[src/rtl/gpio_route_pkg.sv]
package gpio_route_pkg;

    parameter int unsigned BUS_AW = 8;
    parameter int unsigned BUS_DW = 8;
    parameter int unsigned SEL_W  = 3;

    localparam logic [BUS_AW-1:0] ADDR_DATA   = 8'h90;
    localparam logic [BUS_AW-1:0] ADDR_DIR    = 8'h91;
    localparam logic [BUS_AW-1:0] ADDR_ROUTE0 = 8'h92;

    typedef enum logic [SEL_W-1:0] {
        SEL_NONE_A = 3'd0,
        SEL_NONE_B = 3'd1,
        SEL_I0_HI  = 3'd2,
        SEL_I1_HI  = 3'd3,
        SEL_I0_LO  = 3'd4,
        SEL_I1_LO  = 3'd5,
        SEL_TMR0   = 3'd6,
        SEL_TMR1   = 3'd7
    } route_sel_e;

    typedef struct packed {
        logic irq0;
        logic irq1;
        logic tmr0;
        logic tmr1;
    } res_vec_t;

    function automatic res_vec_t pin_contrib(route_sel_e sel, logic level);
        res_vec_t r;
        r = '0;
        case (sel)
            SEL_I0_HI: r.irq0 = level;
            SEL_I1_HI: r.irq1 = level;
            SEL_I0_LO: r.irq0 = ~level;
            SEL_I1_LO: r.irq1 = ~level;
            SEL_TMR0:  r.tmr0 = level;
            SEL_TMR1:  r.tmr1 = level;
            default:   r = '0;
        endcase
        return r;
    endfunction

endpackage

[src/rtl/gpio_sync.sv]
module gpio_sync #(
    parameter int unsigned WIDTH  = 8,
    parameter int unsigned STAGES = 2
) (
    input  logic             clk,
    input  logic             rst,
    input  logic [WIDTH-1:0] d_async,
    output logic [WIDTH-1:0] q_sync
);
    logic [WIDTH-1:0] stage_q [STAGES];

    generate
        for (genvar s = 0; s < STAGES; s++) begin : g_stage
            if (s == 0) begin : g_first
                always_ff @(posedge clk) begin
                    if (rst) stage_q[s] <= '0;
                    else     stage_q[s] <= d_async;
                end
            end else begin : g_next
                always_ff @(posedge clk) begin
                    if (rst) stage_q[s] <= '0;
                    else     stage_q[s] <= stage_q[s-1];
                end
            end
        end
    endgenerate

    assign q_sync = stage_q[STAGES-1];
endmodule

[src/rtl/gpio_regs.sv]
module gpio_regs
    import gpio_route_pkg::*;
#(
    parameter int unsigned NPIN = 8
) (
    input  logic                        clk,
    input  logic                        rst,
    input  logic [BUS_AW-1:0]           bus_addr,
    input  logic                        bus_wr,
    input  logic [BUS_DW-1:0]           bus_wdata,
    input  logic [NPIN-1:0]             pin_val,
    output logic [BUS_DW-1:0]           bus_rdata,
    output logic [NPIN-1:0]             dir_q,
    output logic [NPIN-1:0]             out_q,
    output logic                        pu_armed,
    output logic [NPIN-1:0][SEL_W-1:0]  sel_q
);
    localparam int unsigned NROUTE = NPIN / 2;

    logic wr_data, wr_dir;
    assign wr_data = bus_wr && (bus_addr == ADDR_DATA);
    assign wr_dir  = bus_wr && (bus_addr == ADDR_DIR);

    always_ff @(posedge clk) begin
        if (rst) begin
            dir_q    <= '1;
            out_q    <= '0;
            pu_armed <= 1'b1;
        end else begin
            if (wr_data) out_q <= bus_wdata[NPIN-1:0];
            if (wr_dir) begin
                dir_q    <= bus_wdata[NPIN-1:0];
                pu_armed <= 1'b0;
            end
        end
    end

    generate
        for (genvar k = 0; k < NROUTE; k++) begin : g_route
            logic hit;
            assign hit = bus_wr && (bus_addr == BUS_AW'(ADDR_ROUTE0 + k));
            always_ff @(posedge clk) begin
                if (rst) begin
                    sel_q[2*k]   <= '0;
                    sel_q[2*k+1] <= '0;
                end else if (hit) begin
                    sel_q[2*k]   <= bus_wdata[SEL_W-1:0];
                    sel_q[2*k+1] <= bus_wdata[2*SEL_W-1:SEL_W];
                end
            end
        end
    endgenerate

    always_comb begin
        bus_rdata = '0;
        if (bus_addr == ADDR_DATA) begin
            bus_rdata[NPIN-1:0] = pin_val;
        end else if (bus_addr == ADDR_DIR) begin
            bus_rdata[NPIN-1:0] = dir_q;
        end else begin
            for (int k = 0; k < NROUTE; k++) begin
                if (bus_addr == BUS_AW'(ADDR_ROUTE0 + k)) begin
                    bus_rdata[SEL_W-1:0]       = sel_q[2*k];
                    bus_rdata[2*SEL_W-1:SEL_W] = sel_q[2*k+1];
                end
            end
        end
    end
endmodule

[src/rtl/gpio_router.sv]
module gpio_router
    import gpio_route_pkg::*;
#(
    parameter int unsigned NPIN = 8
) (
    input  logic [NPIN-1:0][SEL_W-1:0] sel,
    input  logic [NPIN-1:0]            pin_val,
    output res_vec_t                   res
);
    logic [NPIN-1:0] c_irq0, c_irq1, c_tmr0, c_tmr1;

    generate
        for (genvar i = 0; i < NPIN; i++) begin : g_pin
            res_vec_t c;
            assign c         = pin_contrib(route_sel_e'(sel[i]), pin_val[i]);
            assign c_irq0[i] = c.irq0;
            assign c_irq1[i] = c.irq1;
            assign c_tmr0[i] = c.tmr0;
            assign c_tmr1[i] = c.tmr1;
        end
    endgenerate

    assign res.irq0 = |c_irq0;
    assign res.irq1 = |c_irq1;
    assign res.tmr0 = |c_tmr0;
    assign res.tmr1 = |c_tmr1;
endmodule

[src/rtl/gpio_route_port.sv]
module gpio_route_port
    import gpio_route_pkg::*;
#(
    parameter int unsigned NPIN        = 8,
    parameter int unsigned SYNC_STAGES = 2
) (
    input  logic              clk,
    input  logic              rst,
    input  logic [7:0]        bus_addr,
    input  logic              bus_wr,
    input  logic [7:0]        bus_wdata,
    output logic [7:0]        bus_rdata,
    input  logic [NPIN-1:0]   pad_in,
    output logic [NPIN-1:0]   pad_oe,
    output logic [NPIN-1:0]   pad_out,
    output logic [NPIN-1:0]   pad_pu,
    output logic              irq0_req,
    output logic              irq1_req,
    output logic              tmr0_ctl,
    output logic              tmr1_ctl
);
    logic [NPIN-1:0]            pad_sync;
    logic [NPIN-1:0]            dir_q;
    logic [NPIN-1:0]            out_q;
    logic [NPIN-1:0]            pin_val;
    logic [NPIN-1:0][SEL_W-1:0] sel_q;
    logic                       pu_armed;
    res_vec_t                   res;

    gpio_sync #(.WIDTH(NPIN), .STAGES(SYNC_STAGES)) u_sync (
        .clk     (clk),
        .rst     (rst),
        .d_async (pad_in),
        .q_sync  (pad_sync)
    );

    assign pin_val = (dir_q & pad_sync) | (~dir_q & out_q);

    gpio_regs #(.NPIN(NPIN)) u_regs (
        .clk       (clk),
        .rst       (rst),
        .bus_addr  (bus_addr),
        .bus_wr    (bus_wr),
        .bus_wdata (bus_wdata),
        .pin_val   (pin_val),
        .bus_rdata (bus_rdata),
        .dir_q     (dir_q),
        .out_q     (out_q),
        .pu_armed  (pu_armed),
        .sel_q     (sel_q)
    );

    gpio_router #(.NPIN(NPIN)) u_router (
        .sel     (sel_q),
        .pin_val (pin_val),
        .res     (res)
    );

    assign pad_oe   = ~dir_q;
    assign pad_out  = out_q;
    assign pad_pu   = {NPIN{pu_armed}};
    assign irq0_req = res.irq0;
    assign irq1_req = res.irq1;
    assign tmr0_ctl = res.tmr0;
    assign tmr1_ctl = res.tmr1;
endmodule

[config.mk]
export PLATFORM = sky130hd
export DESIGN_NAME = gpio_route_port
export DESIGN_NICKNAME = d
export VERILOG_FILES = /design/src/rtl/gpio_route_pkg.sv /design/src/rtl/gpio_sync.sv /design/src/rtl/gpio_regs.sv /design/src/rtl/gpio_router.sv /design/src/rtl/gpio_route_port.sv
export SDC_FILE = /design/constraint.sdc
export NUM_CORES = 1
export LEC_CHECK = 0
export ABC_AREA = 1
export BUFFER_PORTS_ARGS = -buffer_cell sky130_fd_sc_hd__buf_2
export CORE_ASPECT_RATIO = 0.5
export CORE_MARGIN = 1.5
export CORE_UTILIZATION = 55
export DETAILED_ROUTE_END_ITERATION = 10
export PLACE_DENSITY = 0.79
export SYNTH_ARGS = -nofsm -noshare
export SYNTH_HDL_FRONTEND = slang
export SYNTH_SLANG_ARGS = --single-unit
[constraint.sdc]
create_clock -name clk -period 1.6 [get_ports clk]
set_clock_uncertainty 0.2 [all_clocks]
set_input_delay 0.16 -clock clk [delete_from_list [all_inputs] [get_ports clk]]
set_output_delay 0.16 -clock clk [all_outputs]
set_load 0.02 [all_outputs]
; After elaboration in Yosys (flattened, before gate mapping)
; Memory sizes are Yosys's and may differ from the RTL's.
; Cells that the tools add are included.
[word_totals]
reg_bits = 41
ramBits = 16
inputBits = 27
mem_count = 1
[classes]
n_eq_ne = 54
mux = 44
bitwise = 14
n_reduce_logical = 10
[memory_table]
columns = name, depth, word_bits, read_ports, rd_ports_with_merged_regs, write_ports, line_no
row1 = u_sync.stage_q, 2, 8, 2, 0, 2, gpio_sync.sv:10  ; logic [WIDTH-1:0] stage_q [STAGES];
[ops]
columns = cell, n
row1 = $eq A3 B3 Y1 const B, 32
row2 = $eq A3 B2 Y1 const B, 16
row3 = $eq A8 B8 Y1 const B, 6
row4 = $pmux W1 S2, 16
row5 = $reduce_or A8 Y1, 4
row6 = $mux W6, 5
row7 = $mux W8, 3
row8 = $mux W1, 19
row9 = $and A8 B8 Y8, 2
row10 = $not A1 Y1, 8
row11 = $not A8 Y8, 1
row12 = $or A8 B8 Y8, 1
row13 = $logic_and A1 B1 Y1, 6
row14 = $mux W2, 1
row15 = $or A1 B1 Y1, 2

; Depth between registers and ports, before layout
[depth]
ltp_word = 7
depth_mapped = 9
depth_no_buf = 9

; Hierarchy
; Synthesis repeated with hierarchy kept, for this count alone.
[hier_totals]
hier_cells = 524
area_unflattened_um2 = 3311.9
[by_module_without_submodules]
columns = mod, instances, cells_per_inst, area_each_um2, seq_area_each_um2
row1 = gpio_regs, 1, 267, 1960.6, 820.8
row2 = gpio_router, 1, 167, 656.9, 0.0
row3 = gpio_sync, 1, 50, 474.2, 320.3
row4 = gpio_route_port, 1, 40, 220.2, 0.0

; Least setup slack after synthesis
; No wires, ideal clock.
[synth_timing]
path_kind = flip-flop to output port
startpoint = register u_regs.out_q[3]
endpoint = output port irq1_req
arrival_time_ps = 1289
required_ps = 1240
slack_ps = -49
path_stages_with_launch = 8
path_cell_list = dfxtp_1 > inv_1 > o21ai_0 > nor2_1 > a21oi_1 > nand2_1 > nor2_1 > nand2_1
[synth_between]
elab_chain_len = 5
[synth_rtl]
columns = element, line_no
row1 = "start, declared", gpio_regs.sv:14  ; output logic [NPIN-1:0] out_q,
row2 = "start signal, assigned", gpio_regs.sv:30  ; if (wr_data) out_q <= bus_wdata[NPIN-1:0];
row3 = $and A8 B8 Y8 *, gpio_route_port.sv:37  ; assign pin_val = (dir_q & pad_sync) | (~dir_q & out_q);
row4 = $or A8 B8 Y8 *, gpio_route_port.sv:37
row5 = $not A1 Y1, gpio_route_pkg.sv:36  ; SEL_I1_LO: r.irq1 = ~level;
row6 = $pmux W1 S2 *, gpio_route_pkg.sv:32  ; case (sel)
row7 = $reduce_or A8 Y1 *, gpio_router.sv:24  ; assign res.irq1 = |c_irq1;
row8 = "end, declared", gpio_route_port.sv:18  ; output logic irq1_req,
; Mark *: on every way between the ends. The rest lies on a longest branch, timed or not.

; Final worst setup path
[layout_timing]
startpoint = register u_regs.sel_q[13] in the netlist's numbering
endpoint = output port irq1_req
[layout_between]
elab_chain_len = 3
elab_cells_between_ends = 4
classes_between = eq/ne (2) / mux (1) / reduce/logical (1)
[layout_rtl]
columns = element, line_no
row1 = "start, declared", gpio_regs.sv:16  ; output logic [NPIN-1:0][SEL_W-1:0] sel_q
row2 = "start signal, assigned by index", gpio_regs.sv:47  ; sel_q[2*k] <= bus_wdata[SEL_W-1:0];
row3 = "start signal, assigned by index", gpio_regs.sv:48  ; sel_q[2*k+1] <= bus_wdata[2*SEL_W-1:SEL_W];
row4 = $eq A3 B3 Y1 or $eq A3 B2 Y1 (tied branches), gpio_route_pkg.sv:32
row5 = $pmux W1 S2 *, gpio_route_pkg.sv:32
row6 = $reduce_or A8 Y1 *, gpio_router.sv:24
; Marked as above.

==> key figures <==
Timing
  – Min Tclk post-route: 1.94 ns
  – Period utilization: 121%
  – Worst hold slack: 0.0152 ns
  – Maximum frequency from static timing analysis: 516 MHz
  – Total of endpoints with negative setup slack in the final report: 11
  – Slew HR: 75.3%
  – Worst slew pin tran: 0.366 ns
  – Fin. max-slew vios: 0
  – Final worst setup slack: -0.340 ns
  – Final-report hold violation count: 0
  – Setup repair after global routing missed its margin: yes

Critical path
  – Crit path largest cell delay: 0.37 ns
  – Minimum setup slack among reg-to-reg paths: 0.33 ns
  – Worst Path Class, Setup: reg2out
  – Worst-path cell with the longest stage delay: sky130_fd_sc_hd__dfxtp_1
  – Kind of capture point of the worst setup path: output port
  – Crit path buffers/inverters: 2
  – CP Cell Sequence: inv_1, nand3_1, nor2_1, a21oi_1, nand2_1, nor2_2, nand2_1, buf_6
  – Crit path arrival time: 1.58 ns
  – Cell type group with the largest total delay on the critical path: simple AND/OR/NAND/NOR gates
  – Critical Path Fanout Max: 4
  – Required time of the critical path: 1.24 ns
  – Cell repeated most along the worst path: sky130_fd_sc_hd__nand2_1
  – CP startpoint kind: register

Cells and area
  – Area growth from synthesis to layout: 47.2%
  – Layout net count: 641
  – Number of diodes added for antenna fixing: 0
  – Most common cell after layout, fill and taps aside: sky130_fd_sc_hd__nor2_1
  – Fraction of final layout cells sized beyond drive strength 1: 40.5%
  – Commonest cells after routing, fill and taps aside: 80 x sky130_fd_sc_hd__nor2_1, 60 x sky130_fd_sc_hd__nand2_1, 50 x sky130_fd_sc_hd__inv_1
  – Post-route design area: 4780 um2

Die
  – Horizontal extent of the die: 112 um
  – Initial Utilization: 58.2%
  – Standard cell core area: 5590 um2
  – Area enclosed by the die boundary: 6410 um2
  – IO Count: 63
  – Chip Height: 57.4 um
  – Site row count: 19

Hold path
  – Path type of the worst min-delay path: in2reg

GRT
  – Number of antenna violations at the first check in global routing: 0
  – Global-route wire length before repair: 17.2 mm
  – Number of global-route vias before repair: 3,471
  – GRT Residual Overflow: 0
  – Maximum number of pins on one net before global-route repair: 28
  – GR Util All Layers: 34.7%

Power
  – Switching fraction of total power: 24.0%
  – Net Switching: 0.888 mW
  – Power density over cell area: 772 nW/um2
  – Worst IR drop on VDD: 0.000808 V
  – Leakage power summed over all cells: 2.19 nW
  – Share of total power in the clock network: 52.1%
  – Share of power burned in combinational logic: 8.6%
  – Int Power: 2.80 mW
  – Share of power burned in registers: 39.3%

Clock network
  – Clock tree from TritonCTS: built
  – H-tree levels: 3
  – Latest clock arrival within the worst-skew pair: 0.33 ns
  – Clk sinks: 57
  – Longest Clk Path Bufs: 2
  – Clock tree root buffer cell: sky130_fd_sc_hd__clkbuf_16
  – Num CTS Buffers: 9
  – Clk pin slew, worst setup/hold paths: 0.05 ns

Placement
  – Count of input and output buffers: 62
  – Weighted congestion at the end of routability-driven global placement: 0.928
  – DP Wirelength: 6.71 mm
  – Post-placement cell area: 3780 um2

Synth
  – Count of distinct cell types in the synthesized netlist: 27
  – Sequential share of the synthesized area: 35.1%
  – Share of Yosys cell area claimed by the top area cell type: 35.1%
  – Leading register cell type out of synthesis: sky130_fd_sc_hd__dfxtp_1
  – Cell accounting for the most synthesized area: sky130_fd_sc_hd__dfxtp_1
  – Area of the mapped netlist: 3250 um2
  – Synth Register Bits: 57
  – Count of flip-flops with a built-in enable after synthesis: 0
  – Gate count of the mapped netlist: 494
  – Total nets after synthesis: 521
  – Async SR Flop Fraction: 0%
  – Most area-consuming cells after synthesis: sky130_fd_sc_hd__dfxtp_1 35%, sky130_fd_sc_hd__nor2_1 9.9%, sky130_fd_sc_hd__nand2_1 9.0%
  – Mean instance size in the synthesized netlist: 6.58 um2
  – Warnings, synthesis: 0

Drt
  – Total DRC errors in the routed layout: 0
  – Remaining number of nets flagged by the antenna check after routing: 0
  – First-pass detailed-route iteration total: 7
  – Number of vias per cell: 5.94
  – Total length of routed wires: 12.7 mm
  – Average routed wire per standard cell: 18.4 um
  – Number of violations reported at the end of detailed-routing iteration 0: 605
  – Vias after detailed routing: 4,107

Status
  – Run status: finished with violations
  – Failing checks: setup timing

Job
  – Max Cap Viol: 0
[synth_stat cells (3+ instances only)]
cell and instances:
sky130_fd_sc_hd__nor3_1 7, sky130_fd_sc_hd__nor2_4 5, sky130_fd_sc_hd__nand2_4 3, sky130_fd_sc_hd__clkbuf_1 6
sky130_fd_sc_hd__buf_4 9, sky130_fd_sc_hd__nand4_1 11, sky130_fd_sc_hd__nor2_8 3, sky130_fd_sc_hd__nand3_1 50
sky130_fd_sc_hd__nand2_1 78, sky130_fd_sc_hd__a21oi_1 41, sky130_fd_sc_hd__inv_1 66, sky130_fd_sc_hd__o21ai_0 47
sky130_fd_sc_hd__nand3_4 3, sky130_fd_sc_hd__inv_2 3, sky130_fd_sc_hd__buf_6 4, sky130_fd_sc_hd__dfxtp_1 57
sky130_fd_sc_hd__nor2_1 86
[cells by family after synthesis]
| family | share of synthesized area (%) |
|---|---|
| simple gates | 36.7 |
| compound gates | 15.0 |
| flops | 35.1 |
| buf+inv | 13.2 |
[power by group through the flow]
stage          Sequential [mW]  Clock, mW  Combinational (mW)
5_1_grt                   1.45       1.98               0.334
3_5_place_dp              1.48          0               0.225
4_1_cts                   1.45       1.92               0.272
2_1_floorplan             1.48          0               0.117
3_3_place_gp              1.48          0               0.220
6_report                  1.45       1.92               0.318
[timing repair]
item                                    CTS  global route
setup buffers                             5            13
hold endpoints to repair                 22             0
pin swaps                                16            30
gates cloned                              1             1
gates resized for setup                  73            76
endpoints found under the setup margin   12            12
hold buffers                             15             0
[metrics by stage]
stage	setup TNS, ns	power, mW	util [%]	cells	worst slack [ns]
floorplan	0	1.60	-	494	0.00197
global placement	-0.151	1.70	67.7	644	-0.0838
detailed placement	-0.246	1.71	67.7	644	-0.0972
CTS	-1.32	3.64	79.7	679	-0.325
global route	-2.50	3.77	85.6	691	-0.439
finish	-1.84	3.69	85.6	691	-0.340
[worst paths after layout]
kind,depth (start not counted),from,end
hold reg to reg,2,u_sync.stage_q[0][7],u_sync.stage_q[1][7]
setup reg to reg,5,u_regs.out_q[5],u_regs.out_q[5]
hold / removal,3,rst,u_sync.stage_q[1][1]
setup / recovery,8,u_regs.sel_q[13],irq1_req
[worst reg2reg max path, stage by stage, from the launching register on]
cell,delay [ns]
sky130_fd_sc_hd__dfxtp_2,0.33
sky130_fd_sc_hd__buf_4,0.13
sky130_fd_sc_hd__buf_4,0.12
sky130_fd_sc_hd__buf_4,0.12
sky130_fd_sc_hd__o21ai_0,0.19
sky130_fd_sc_hd__nor2_1,0.06
[final cells by class]
| type | count | area (um2) |
|---|---|---|
| tap | 73 | 91.3 |
| timing repair buffer | 132 | 1040 |
| clock buffer | 10 | 239 |
| fill | 283 | 803 |
| inverter | 70 | 272 |
| sequential | 57 | 1190 |
| multi-input combinational | 344 | 1900 |
| clock inverter | 5 | 56.3 |
[routing by layer]
layer | wire length [um] | track usage, %
met5 | 0 | 0
met4 | 703 | 14.3
met3 | 1700 | 9.56
met2 | 5540 | 54.6
met1 | 4730 | 46.0
[registers in the layout, summed over array words and instances (netlist names)]
| signal | cells |
|---|---|
| u_regs.sel_q | 24 |
| u_sync.stage_q | 16 |
| u_regs.dir_q | 8 |
| u_regs.out_q | 8 |
| u_regs.pu_armed | 1 |
(Power assumes the default switching activity.)
